==> src/rtl/simd_pkg.sv <==
package simd_pkg;
  typedef enum logic [1:0] {
    OP_ADD  = 2'b00,
    OP_SUB  = 2'b01,
    OP_XAS  = 2'b10,
    OP_XSA  = 2'b11
  } op_e;

  typedef enum logic [1:0] {
    MD_WRAP  = 2'b00,
    MD_SAT   = 2'b01,
    MD_HALF  = 2'b10,
    MD_WRAP2 = 2'b11
  } mode_e;

  // strobes handed from control to datapath
  typedef struct packed {
    logic narrow;  // 8-bit lanes active
    logic swapB;   // pair each wide lane with its neighbour's B half
    logic subHi;   // odd wide lanes subtract
    logic subLo;   // even wide lanes (and all narrow lanes) subtract
    logic sgn;
    logic sat;
    logic half;
  } strobe_t;
endpackage

==> src/rtl/simd_ctrl.sv <==
module simd_ctrl
  import simd_pkg::*;
(
  input  logic       laneSel,
  input  logic [1:0] opSel,
  input  logic       isSigned,
  input  logic [1:0] mode,
  output strobe_t    strb
);
  always_comb begin
    strb        = '0;
    strb.swapB  = opSel[1];
    strb.narrow = laneSel & ~opSel[1];
    strb.sgn    = isSigned;
    strb.sat    = (mode == MD_SAT);
    strb.half   = (mode == MD_HALF);
    unique case (op_e'(opSel))
      OP_ADD: begin strb.subHi = 1'b0; strb.subLo = 1'b0; end
      OP_SUB: begin strb.subHi = 1'b1; strb.subLo = 1'b1; end
      OP_XAS: begin strb.subHi = 1'b0; strb.subLo = 1'b1; end
      default: begin strb.subHi = 1'b1; strb.subLo = 1'b0; end
    endcase
  end
endmodule

==> src/rtl/simd_lane.sv <==
module simd_lane #(
  parameter int W = 16
) (
  input  logic [W-1:0] a,
  input  logic [W-1:0] b,
  input  logic         sub,
  input  logic         sgn,
  input  logic         sat,
  input  logic         half,
  output logic [W-1:0] res,
  output logic         clamped
);
  logic [W:0] extA, extB, raw;
  logic       over;

  always_comb begin
    extA = {sgn & a[W-1], a};
    extB = {sgn & b[W-1], b};
    raw  = sub ? (extA - extB) : (extA + extB);
    // signed: top two bits disagree; unsigned: carry/borrow out
    over = sgn ? (raw[W] ^ raw[W-1]) : raw[W];
    clamped = 1'b0;
    if (half) begin
      res = raw[W:1];
    end else if (sat && over) begin
      clamped = 1'b1;
      if (sgn) res = raw[W] ? {1'b1, {(W-1){1'b0}}} : {1'b0, {(W-1){1'b1}}};
      else     res = sub ? '0 : '1;
    end else begin
      res = raw[W-1:0];
    end
  end
endmodule

==> src/rtl/simd_dp.sv <==
module simd_dp
  import simd_pkg::*;
#(
  parameter int DATA_W   = 32,   // multiple of 2*WIDE_W
  parameter int WIDE_W   = 16,
  parameter int NARROW_W = 8
) (
  input  logic [DATA_W-1:0] opA,
  input  logic [DATA_W-1:0] opB,
  input  strobe_t           strb,
  output logic [DATA_W-1:0] result,
  output logic              anySat
);
  localparam int NWIDE   = DATA_W / WIDE_W;
  localparam int NNARROW = DATA_W / NARROW_W;

  logic [DATA_W-1:0]  resWide, resNarrow;
  logic [NWIDE-1:0]   satWide;
  logic [NNARROW-1:0] satNarrow;

  for (genvar i = 0; i < NWIDE; i++) begin : g_wide
    localparam int PARTNER = i ^ 1;
    logic [WIDE_W-1:0] bSel;
    assign bSel = strb.swapB ? opB[PARTNER*WIDE_W +: WIDE_W] : opB[i*WIDE_W +: WIDE_W];
    simd_lane #(.W(WIDE_W)) u_lane (
      .a      (opA[i*WIDE_W +: WIDE_W]),
      .b      (bSel),
      .sub    ((i % 2 == 1) ? strb.subHi : strb.subLo),
      .sgn    (strb.sgn),
      .sat    (strb.sat),
      .half   (strb.half),
      .res    (resWide[i*WIDE_W +: WIDE_W]),
      .clamped(satWide[i])
    );
  end

  for (genvar j = 0; j < NNARROW; j++) begin : g_narrow
    simd_lane #(.W(NARROW_W)) u_lane (
      .a      (opA[j*NARROW_W +: NARROW_W]),
      .b      (opB[j*NARROW_W +: NARROW_W]),
      .sub    (strb.subLo),
      .sgn    (strb.sgn),
      .sat    (strb.sat),
      .half   (strb.half),
      .res    (resNarrow[j*NARROW_W +: NARROW_W]),
      .clamped(satNarrow[j])
    );
  end

  assign result = strb.narrow ? resNarrow : resWide;
  assign anySat = strb.narrow ? (|satNarrow) : (|satWide);
endmodule

==> src/rtl/simd_addsub.sv <==
module simd_addsub
  import simd_pkg::*;
#(
  parameter int DATA_W   = 32,
  parameter int WIDE_W   = 16,
  parameter int NARROW_W = 8
) (
  input  logic              clk,
  input  logic              rst_n,
  input  logic [DATA_W-1:0] opA,
  input  logic [DATA_W-1:0] opB,
  input  logic              laneSel,
  input  logic [1:0]        opSel,
  input  logic              isSigned,
  input  logic [1:0]        mode,
  input  logic              clrSat,
  output logic [DATA_W-1:0] result,
  output logic              satFlag
);
  strobe_t strb;
  logic    anySat;

  simd_ctrl u_ctrl (
    .laneSel (laneSel),
    .opSel   (opSel),
    .isSigned(isSigned),
    .mode    (mode),
    .strb    (strb)
  );

  simd_dp #(.DATA_W(DATA_W), .WIDE_W(WIDE_W), .NARROW_W(NARROW_W)) u_dp (
    .opA   (opA),
    .opB   (opB),
    .strb  (strb),
    .result(result),
    .anySat(anySat)
  );

  // a clamp in the clearing cycle wins over the clear
  always_ff @(posedge clk or negedge rst_n) begin
    if (!rst_n) satFlag <= 1'b0;
    else        satFlag <= (satFlag & ~clrSat) | anySat;
  end
endmodule

==> config.mk <==
export PLATFORM = sky130hd
export DESIGN_NAME = simd_addsub
export DESIGN_NICKNAME = d
export VERILOG_FILES = /design/src/rtl/simd_pkg.sv /design/src/rtl/simd_ctrl.sv /design/src/rtl/simd_lane.sv /design/src/rtl/simd_dp.sv /design/src/rtl/simd_addsub.sv
export SDC_FILE = /design/constraint.sdc
export NUM_CORES = 1
export LEC_CHECK = 0
export ABC_AREA = 1
export BUFFER_PORTS_ARGS = -buffer_cell sky130_fd_sc_hd__buf_4
export CAP_MARGIN = 10
export CORE_ASPECT_RATIO = 1.75
export CORE_MARGIN = 1
export CORE_UTILIZATION = 25
export CTS_CLUSTER_DIAMETER = 120
export DETAILED_ROUTE_END_ITERATION = 8
export SETUP_SLACK_MARGIN = 0.02
export SLEW_MARGIN = 10
export SYNTH_ARGS = -nofsm -noshare
export SYNTH_HDL_FRONTEND = slang
export SYNTH_SLANG_ARGS = --single-unit
==> constraint.sdc <==
create_clock -name clk -period 6.5 [get_ports clk]
set_input_delay 1.3 -clock clk [delete_from_list [all_inputs] [get_ports clk]]
set_output_delay 1.3 -clock clk [all_outputs]
set_load 0.01 [all_outputs]
==> reports/qor.csv <==
stage,metric,value,unit
run_status,result of the run,finished clean,
timing,post-route fraction of the period consumed by the critical path,0.959,
synthesis,Area contributors post-synth,"nand2_1 (25%), ha_1 (13%), nand3_1 (11%)",
synthesis,number of distinct library cells after synthesis,40,
worst_setup_path,worst-case register-to-register setup slack,5850,ps
worst_setup_path,Setup crit end kind,output port,
synthesis,syn_nets,1487,
final_layout,area of the multi-input gates,6240,sq um
worst_setup_path,data arrival time of the critical path,4930,ps
job,max-cap violation count,0,
global_routing,total grt overflow,0,
drt,Vias/cell,4.70,
die,Die X,129,um
hold_path,Hold Path Cell Cnt,2,
final_layout,flip-flop count of the largest register after layout,1,
power_and_ir_drop,peak supply drop,0.0750,mV
worst_setup_path,depth of the worst register-to-register path,2,
timing,Post-Route Skew,0,ps
place,Post-DP HPWL,21400,um
synthesis,register bit total from synthesis,1,
die,placeable core region,27400,sq um
place,total cell area at the placement stage,8230,sq um
power_and_ir_drop,power density relative to cell area,176,nW/um^2
timing,final-layout worst hold slack,509,ps
timing,measured slew at the worst slew-check pin,987,ps
synthesis,most area-hungry cell type in the Yosys netlist,nand2_1,
worst_setup_path,CP dominant cell by count,nand2_1,
timing,peak clock frequency supported by timing,160,MHz
global_routing,gr usage total,0.171,
timing,final critical delay including setup and external delays,6230,ps
drt,DRT antenna net count,0,
drt,DR iter-0 viols,374,
synthesis,count of flip-flops with a built-in enable after synthesis,0,
power_and_ir_drop,leakage component of the power,4.85,nW
timing,setup_tns,0,ps
worst_setup_path,capturing point of the worst reg2reg path,satFlag,
final_layout,area taken by flip-flops and latches,25.0,sq um
worst_setup_path,Slowest Stage Delay on Critical Path,380,ps
drt,1st-pass router iterations,5,
worst_setup_path,Crit path max-delay family,simple AND/OR/NAND/NOR gates,
final_layout,total inserted antenna cells,0,
drt,via count of the routed design,8428,
timing,Relative slew margins,0.341,
die,Std-Cell Rows,80,
synthesis,sequential element share of the synthesized area,0.00356,
global_routing,vias in the first global route,8160,
hold_path,destination of the worst hold path,satFlag,
final_layout,final net count,1579,
global_routing,global-route wire length before repair,39100,um
global_routing,pin count of the biggest net entering global routing,98,
timing,final setup vio count,0,
worst_setup_path,"Req. time, crit path",5200,ps
drt,number of remaining DRC errors,0,
worst_setup_path,sort of element at the start of the critical path,input port,
die,number of primary I/O pins,106,
synthesis,cell count after synthesis,1336,
drt,mean routed wirelength per cell,14.2,um
place,quantity of I/O buffers inserted on ports,105,
final_layout,cell area after layout,8410,sq um
synthesis,cell area after synthesis,7030,sq um
final_layout,area added between synthesis and finish,19.6,%
timing,final hold viol count,0,
clock_tree,"Clk pin slew, worst setup/hold paths",0,ps
global_routing,antenna violations before repair,0,
synthesis,yosys warns,0,
clock_tree,Worst-Skew Late Latency,0,ps
hold_path,worst min-delay path class,flop to flop,
worst_setup_path,crit path max fanout,7,
synthesis,most instantiated flip-flop cell in the synthesis netlist,dfrtp_1,
worst_setup_path,slowest cell on the critical path,ha_1,
worst_setup_path,worst path buffer plus inverter count,3,
synthesis,average size of a mapped cell,5.26,sq um
final_layout,final core area utilization,0.307,
die,floorplan die height,224,um
final_layout,largest registers,satFlag (1),
die,Die ar.,28800,sq um
synthesis,fraction of synthesis flops using an asynchronous set or reset pin,1.00,
place,RePlAce Congestion,0.907,
worst_setup_path,WS Path Type,input port to output port,
final_layout,filler cell count in the final layout,3216,
drt,final wirelength,25500,um
die,starting density of the core,0.256,
worst_setup_path,RR Startpoint,satFlag,
final_layout,largest reg by FF count,satFlag,
hold_path,startpoint of the most critical hold path,satFlag,
timing,number of pins with negative max-slew slack in the final report,0,
synthesis,share of Yosys cell area claimed by the top area cell type,0.246,
clock_tree,Hold Buf Count CTS,0,
final_layout,layout cells sized above 1,0.147,
==> per-stage QoR <==
stage	setup slack (ps)	instances	power [mW]
2_1_floorplan	567	1336	1.02
3_3_place_gp	89.6	1791	1.43
3_5_place_dp	31.9	1791	1.44
4_1_cts	23.7	1791	1.45
5_1_grt	-6.28	1795	1.66
6_report	269	1795	1.48
==> synth_stat cells, types with 3 or more instances <==
cell type  instances
a21boi_0           5
o21ai_1           10
nand3_2           14
nand3b_1           8
inv_1            183
a31oi_1            6
a21o_1             5
clkbuf_1          22
buf_6              4
buf_4              3
ha_1              72
xnor2_1           25
nor2_2             4
nand3_1          158
nor2_1            70
buf_2              8
o21ai_0           72
a21oi_1           71
or2_2             17
fa_1               6
o211ai_1           3
buf_1              3
o31ai_1            3
xor2_1            72
nand2_2           12
nand2_1          460
nor3_1             3
==> repair_timing <==
item | in CTS | in global routing
buffers inserted | 0 | 3
gates resized for setup | 0 | 36
endpoints found under the hold margin | 0 | 0
endpoints found under the setup margin | 0 | 32
==> per-layer routing <==
metal,share of wire,global-route usage,up-vias
met5,0,0,-
met4,0.045,0.0683,0
met3,0.027,0.00549,54
met2,0.55,0.355,181
met1,0.37,0.172,3749
li1,-,-,4444
==> cell usage in the layout, fill, tap and decap left out, types with 2 or more instances in the layout <==
cell	n
buf_4	129
a31oi_1	6
o21ai_1	6
or2_2	17
ha_1	70
nor2_4	2
o21bai_1	2
a21o_1	5
nand3b_1	8
nand3_4	2
inv_2	4
nor2_1	66
ha_2	2
nor2_2	7
xnor2_1	25
o211ai_1	3
inv_1	181
nand4_1	2
nand3_1	155
o21ai_2	6
nand2_4	2
a21boi_0	5
nor3_1	2
a21oi_1	70
nand3_2	15
o31ai_1	3
o21ai_0	71
xor2_1	72
nand2_2	16
fa_1	6
nand2_1	454
==> report_power, final <==
part	internal, mW	switching (mW)	total [mW]	leakage (nW)
sequential	0.00841	0.00126	0.00967	0.0120
combinational	0.586	0.880	1.47	4.84
clock	0	0	0	0
==> cells by family (layout without fill, tap and decap cells) <==
group | after synthesis | after routing | share of synthesized area
AND/OR/NAND/NOR | 753 | 754 | 0.463
buffers and inverters | 227 | 316 | 0.131
flip-flops | 1 | 1 | 0.00356
AO/OA/AOI/OAI | 180 | 180 | 0.137
adder cells (fa/ha/maj) | 78 | 78 | 0.145
XOR/XNOR | 97 | 97 | 0.121
==> worst reg2reg max path: cells and delay by family, from the launching register on <==
kind	cells	cell delay (ps)
flops	1	360
simple gates	2	140
==> worst max-delay path by stage <==
stage	from	to	slack, ps	cells past startpoint
after floorplan	opSel[1]	result[22]	570	24
after global placement	opB[1]	result[26]	90	25
after detailed placement	opSel[1]	result[26]	30	24
after CTS	opB[1]	result[26]	20	25
after global routing	opSel[1]	result[31]	-6	27
final	opB[1]	result[22]	270	26
==> cell type report <==
type                    count  area share
inverters                 186      0.0830
multi-input cells        1109       0.742
repair buffers            130       0.117
well taps                 369      0.0549
flip-flops and latches      1     0.00298
No activity file was read; power rests on OpenSTA's default activity.
